`src/rtl/lsw_pkg.sv`:
```
package lsw_pkg;

  localparam int IDX_W = 5;
  localparam int CNT_W = 6;
  localparam logic [5:0] PRIMARY_OP = 6'd31;
  localparam logic [9:0] EXTENDED_OP = 10'd597;

  typedef enum logic [1:0] {ST_IDLE, ST_REQ, ST_WAIT, ST_FIN} lsw_state_t;

  typedef struct packed {
    logic             ok;
    logic [IDX_W-1:0] rt;
    logic [IDX_W-1:0] ra;
    logic [CNT_W-1:0] nbytes;
  } lsw_dec_t;

  function automatic lsw_dec_t decode_insn(input logic [31:0] w);
    lsw_dec_t d;
    d.ok     = (w[31:26] == PRIMARY_OP) && (w[10:1] == EXTENDED_OP) && !w[0];
    d.rt     = w[25:21];
    d.ra     = w[20:16];
    d.nbytes = (w[15:11] == 5'd0) ? 6'd32 : {1'b0, w[15:11]};
    return d;
  endfunction

  function automatic logic [31:0] merge_byte(input logic [31:0] w,
                                             input logic [1:0] lane,
                                             input logic [7:0] b);
    logic [31:0] r;
    r = w;
    case (lane)
      2'd0: r[31:24] = b;
      2'd1: r[23:16] = b;
      2'd2: r[15:8]  = b;
      default: r[7:0] = b;
    endcase
    return r;
  endfunction

  function automatic logic [CNT_W-1:0] words_for(input logic [CNT_W-1:0] n);
    logic [CNT_W:0] t;
    t = {1'b0, n} + 7'd3;
    return {1'b0, t[CNT_W:2]};
  endfunction

endpackage

```
`src/rtl/lsw_decode.sv`:
```
module lsw_decode
  import lsw_pkg::*;
(
  input  logic [31:0] insn,
  output lsw_dec_t    dec
);
  always_comb dec = decode_insn(insn);
endmodule

```
`src/rtl/lsw_addr_ctr.sv`:
```
module lsw_addr_ctr #(
  parameter int ADDR_W = 32,
  parameter int CNT_W  = 6
) (
  input  logic              clk,
  input  logic              rst_n,
  input  logic              load,
  input  logic [ADDR_W-1:0] load_addr,
  input  logic [CNT_W-1:0]  load_cnt,
  input  logic              step,
  output logic [ADDR_W-1:0] ea,
  output logic [CNT_W-1:0]  remaining,
  output logic              last
);
  localparam logic [CNT_W-1:0] ONE = CNT_W'(1);

  always_ff @(posedge clk) begin
    if (!rst_n) begin
      ea        <= '0;
      remaining <= '0;
    end else if (load) begin
      ea        <= load_addr;
      remaining <= load_cnt;
    end else if (step) begin
      ea        <= ea + ADDR_W'(1);
      remaining <= remaining - ONE;
    end
  end

  assign last = (remaining == ONE);

  assert_count_nonzero_R2: assert property (@(posedge clk) disable iff (!rst_n)
    step |-> remaining != '0);
endmodule

```
`src/rtl/lsw_packer.sv`:
```
module lsw_packer
  import lsw_pkg::*;
(
  input  logic        clk,
  input  logic        rst_n,
  input  logic        clear,
  input  logic        take,
  input  logic        flush,
  input  logic [7:0]  byte_in,
  output logic [1:0]  lane,
  output logic [31:0] word_next
);
  logic [31:0] word_q;

  assign word_next = merge_byte(word_q, lane, byte_in);

  always_ff @(posedge clk) begin
    if (!rst_n || clear) begin
      word_q <= '0;
      lane   <= '0;
    end else if (take) begin
      if (flush) begin
        word_q <= '0;
        lane   <= '0;
      end else begin
        word_q <= word_next;
        lane   <= lane + 2'd1;
      end
    end
  end

  assert_lane_restart_R5: assert property (@(posedge clk) disable iff (!rst_n)
    (take && flush) |=> (lane == 2'd0 && word_q == 32'd0));
  assert_lane_hold_R4: assert property (@(posedge clk) disable iff (!rst_n)
    (!take && !clear) |=> $stable(lane));
endmodule

```
`src/rtl/lsw_seq.sv`:
```
module lsw_seq
  import lsw_pkg::*;
#(
  parameter int ADDR_W = 32
) (
  input  logic              clk,
  input  logic              rst_n,
  input  logic              start,
  input  logic [31:0]       insn,
  input  logic [ADDR_W-1:0] base_val,
  output logic              rd_req,
  output logic [ADDR_W-1:0] rd_addr,
  input  logic              rd_valid,
  input  logic [7:0]        rd_data,
  output logic              we,
  output logic [IDX_W-1:0]  waddr,
  output logic [31:0]       wdata,
  output logic              done,
  output logic              illegal,
  output logic              busy
);
  lsw_state_t       st;
  lsw_dec_t         dec;
  logic             accept, reject, take, flush, last_byte;
  logic [1:0]       lane;
  logic [31:0]      word_next;
  logic [CNT_W-1:0] remaining, nb_q;
  logic [IDX_W-1:0] dest_q;

  lsw_decode u_dec (.insn(insn), .dec(dec));

  assign accept = start && (st == ST_IDLE) && dec.ok;
  assign reject = start && (st == ST_IDLE) && !dec.ok;
  assign take   = (st == ST_WAIT) && rd_valid;
  assign flush  = take && ((lane == 2'd3) || last_byte);

  lsw_addr_ctr #(.ADDR_W(ADDR_W), .CNT_W(CNT_W)) u_addr (
    .clk(clk), .rst_n(rst_n), .load(accept),
    .load_addr((dec.ra == '0) ? '0 : base_val),
    .load_cnt(dec.nbytes), .step(take),
    .ea(rd_addr), .remaining(remaining), .last(last_byte)
  );

  lsw_packer u_pack (
    .clk(clk), .rst_n(rst_n), .clear(accept), .take(take), .flush(flush),
    .byte_in(rd_data), .lane(lane), .word_next(word_next)
  );

  always_ff @(posedge clk) begin
    if (!rst_n) begin
      st      <= ST_IDLE;
      dest_q  <= '0;
      nb_q    <= '0;
      we      <= 1'b0;
      waddr   <= '0;
      wdata   <= '0;
      done    <= 1'b0;
      illegal <= 1'b0;
    end else begin
      we      <= flush;
      done    <= (st == ST_FIN);
      illegal <= reject;
      if (flush) begin
        waddr  <= dest_q;
        wdata  <= word_next;
        dest_q <= dest_q + IDX_W'(1);
      end
      case (st)
        ST_IDLE: if (accept) begin
          st     <= ST_REQ;
          dest_q <= dec.rt;
          nb_q   <= dec.nbytes;
        end
        ST_REQ:  st <= ST_WAIT;
        ST_WAIT: if (take) st <= last_byte ? ST_FIN : ST_REQ;
        default: st <= ST_IDLE;
      endcase
    end
  end

  assign rd_req = (st == ST_REQ);
  assign busy   = (st != ST_IDLE);

  // Assertion bookkeeping: writes in the current operation, last index written
  logic [CNT_W-1:0] wr_cnt;
  logic [IDX_W-1:0] prev_waddr;
  always_ff @(posedge clk) begin
    if (!rst_n || accept) begin
      wr_cnt     <= '0;
      prev_waddr <= '0;
    end else if (we) begin
      wr_cnt     <= wr_cnt + CNT_W'(1);
      prev_waddr <= waddr;
    end
  end

  assert_illegal_quiet_R1: assert property (@(posedge clk) disable iff (!rst_n)
    illegal |-> (!busy && !rd_req && !we));
  assert_req_pulse_R7: assert property (@(posedge clk) disable iff (!rst_n)
    rd_req |=> !rd_req);
  assert_addr_hold_R7: assert property (@(posedge clk) disable iff (!rst_n)
    (st == ST_WAIT && !rd_valid) |=> $stable(rd_addr));
  assert_done_after_write_R8: assert property (@(posedge clk) disable iff (!rst_n)
    done |-> ($past(we) && !we && !busy));
  assert_write_count_R6: assert property (@(posedge clk) disable iff (!rst_n)
    done |-> (wr_cnt == words_for(nb_q)));
  assert_index_wrap_R6: assert property (@(posedge clk) disable iff (!rst_n)
    (we && wr_cnt != '0) |-> (waddr == prev_waddr + IDX_W'(1)));
  assert_start_ignored_R9: assert property (@(posedge clk) disable iff (!rst_n)
    (busy && start && !take) |=> ($stable(rd_addr) && !illegal));
endmodule

```
`config.mk`:
```
export PLATFORM = sky130hd
export DESIGN_NAME = lsw_seq
export DESIGN_NICKNAME = d
export VERILOG_FILES = /design/src/rtl/lsw_pkg.sv /design/src/rtl/lsw_decode.sv /design/src/rtl/lsw_addr_ctr.sv /design/src/rtl/lsw_packer.sv /design/src/rtl/lsw_seq.sv
export SDC_FILE = /design/constraint.sdc
export NUM_CORES = 1
export LEC_CHECK = 0
export BUFFER_PORTS_ARGS = -buffer_cell sky130_fd_sc_hd__buf_2
export CORE_ASPECT_RATIO = 0.8
export CORE_UTILIZATION = 27
export DETAILED_ROUTE_END_ITERATION = 6
export GPL_TIMING_DRIVEN = 0
export PLACE_DENSITY = 0.46
export SLEW_MARGIN = 20
export SYNTH_ARGS = -nofsm -noshare
export SYNTH_HDL_FRONTEND = slang
export SYNTH_SLANG_ARGS = --single-unit
```
`constraint.sdc`:
```
create_clock -name clk -period 2.57 [get_ports clk]
set_input_delay 0.257 -clock clk [delete_from_list [all_inputs] [get_ports clk]]
set_output_delay 0.257 -clock clk [all_outputs]
set_load 0.02 [all_outputs]
```
==> results.yml <==
synth:
  netlist_area_um2: 5530
  ys_ff_latch: 119
  synth_ff_type: "dfxtp_1"
  synth_edf_count: 0
  yosys_warnings: 0
  synth_area_per_cell_um2: 8.84
  yosysSeqAreaShare_pct: 43.1
  syn_inst: 625
  synthesis.nets: 709
  ys_types: 53
  async_flop_share_pct: 0
layout:
  syn_to_final_growth_pct: 29.8
  drive_gt1_share_pct: 25.2
  antenna_cells: 0
  multiInputGateArea_um2: 2920
  nets: 873
  final_core_util_pct: 36.0
  final_cell_mix: "buf_2, dfxtp_1, nor2_1, nand2_1, a211oi_1"
  fillers: 2150
  mostFrequentLayoutCell: "buf_2"
  register_area_um2: 2380
clock_tree:
  clock_latency_ns: 0.42
  numCtsBuffers: 17
  path_clk_slew_ns: 0.06
  tritoncts: "yes"
  cts_root_buf: "clkbuf_16"
  clkSinkCount: 119
  htreeDepth: 4
  clockBufferDepth: 2
  post-cts-setup-buffers: 0
worst_setup_path:
  cp-startpoint: "st[1]"
  cp_max_fo: 10
  crit_arrival_ns: 2.68
  startpoint_type: "flop"
  reg2regPathDepth: 7
  required_ns: 2.91
  end_kind: "flop"
  worst-setup-path-type: "flop to flop"
  reg2reg_from: "st[1]"
job:
  max-cap-violations: 0
grt:
  antenna_found_initial: 0
  grt-ovfl-total: 0
  grt_pass1_vias: 4797
  grt_first_pass_wirelength_mm: 28.6
  track_usage_pct: 18.1
  grt_start_max_net_pins: 17
sta:
  relSlewSlack_pct: 51.3
  max_freq_mhz: 428
  finalSetupViolations: 0
  post-route-period-util_pct: 90.9
  fin_crit_ns: 2.34
  finalHoldViolCount: 0
  fin_worst_skew_ns: 0.0107
  tns_ns: 0
  tightest_slew_ns: 0.727
  drv_slew: 0
  rsz0062_at_grt: "false"
hold_path:
  min_path_type: "input port to flop"
  whs_path_depth: 2
  min_from: "base_val[12]"
floorplanning:
  die_area_um2: 21000
  pin_count: 150
  fp.dieW_um: 162
  die_h_um: 130
  initial_utilization_pct: 27.7
  rows: 46
  core_um2: 19900
route:
  viasPerCell: 4.82
  drc: 0
  drt_first_pass_iters: 5
  ant_nets: 0
  drt_iter0_markers: 300
  wirelength_mm: 18.8
  vias: 5131
  route.detailed.wl_per_inst_um: 17.6
placed_design:
  finalWeightedCongestion: 0.758
  portBuffers: 148
  dp_hpwl_mm: 13.5
power_and_ir_drop:
  ir_worst_vdd_v: 0.000346
  leakagePower_uw: 0.00299
  p_per_area_nw_per_um2: 608
  design_power_total_uw: 4360
run_status:
  status: "complete, no violations"
## registers in the layout, indices dropped and copies added (netlist names)
| name | flops |
|---|---|
| dest_q | 5 |
| done | 1 |
| illegal | 1 |
| st | 2 |
| u_addr.ea | 32 |
| u_addr.remaining | 6 |
| u_pack.lane | 2 |
| u_pack.word_q | 32 |
| waddr | 5 |
| wdata | 32 |
| we | 1 |
## metal layers
| layer | track usage [%] | up-vias | routed length, µm | part of all wire (%) |
|---|---|---|---|---|
| li1 | - | 2589 | - | - |
| met1 | 26.7 | 2384 | 9970 | 53 |
| met2 | 26.4 | 142 | 7750 | 41 |
| met3 | 4.07 | 16 | 888 | 4.7 |
| met4 | 4.27 | 0 | 149 | 0.79 |
| met5 | 0 | - | 0 | 0 |
## final timing paths
check                                      to  slack [ns]
worst max-delay path             u_addr.ea[4]        0.23
worst min-delay path            u_addr.ea[12]        0.04
worst max register to register   u_addr.ea[4]        0.23
worst min register to register       waddr[3]        0.45
## cells in the mapped netlist (13+ instances only)
cell type,count,share of area (%)
a22oi_1,24,3.3
dfxtp_1,119,43
nor3_1,17,1.5
a211oi_1,44,6.0
a21oi_1,25,2.3
and2_1,13,1.5
xor2_1,15,2.4
nand3_1,23,2.1
nand2_1,52,3.5
clkbuf_1,33,2.2
and3_1,13,1.5
nor2_1,83,5.6
mux2i_1,33,6.0
xnor2_1,16,2.5
## area by class of cell
type / instances / share of cell area (%)
Buffer: 43 / 2.63
Clock buffer: 20 / 6.23
Clock inverter: 11 / 1.78
Inverter: 11 / 0.576
Multi-Input combinational cell: 449 / 40.7
Sequential cell: 119 / 33.2
Tap cell: 264 / 4.60
Timing Repair Buffer: 148 / 10.3
## per-stage QoR
| stage | cell area [µm²] | std cells | worst slack [ns] | hold slack (ns) |
|---|---|---|---|---|
| finish | 7170 | 1065 | 0.233 | 0.0358 |
| global route | 7170 | 1065 | 0.0183 | 0.0319 |
| CTS | 7170 | 1067 | 0.0203 | 0.0216 |
| detailed placement | 6600 | 1037 | -0.396 | 0.443 |
| global placement | 6600 | 1037 | -0.368 | 0.441 |
| floorplan | 5530 | 625 | 0.461 | 0.374 |
## critical path, stage by stage, from the launching register on
cell and delay, ns:
dfxtp_1 0.36, or2_2 0.32, nor2_1 0.27, and3_1 0.23
buf_2 0.24, buf_1 0.54, nand3_1 0.14, a21oi_1 0.16
## power by group
part,internal (µW),switching [µW]
clock network,1450,917
logic,57.2,93.5
registers,1850,0.187
total,3350,1010
## what timing repair did
item | CTS | global route
endpoints found under the setup margin | 50 | 56
hold buffers | 0 | 0
resized for setup | 4 | 4
## cells by family after synthesis
logic type                 share of synthesized area (%)
DFF                                                 43.1
buffers and inverters                               4.28
adders and majority gates                           1.81
and+or+nand+nor                                     22.5
muxes                                               6.18
xor gates and xnor gates                            4.91
AOI/OAI and AO/OA                                   17.2
(Power assumes the default switching activity.)
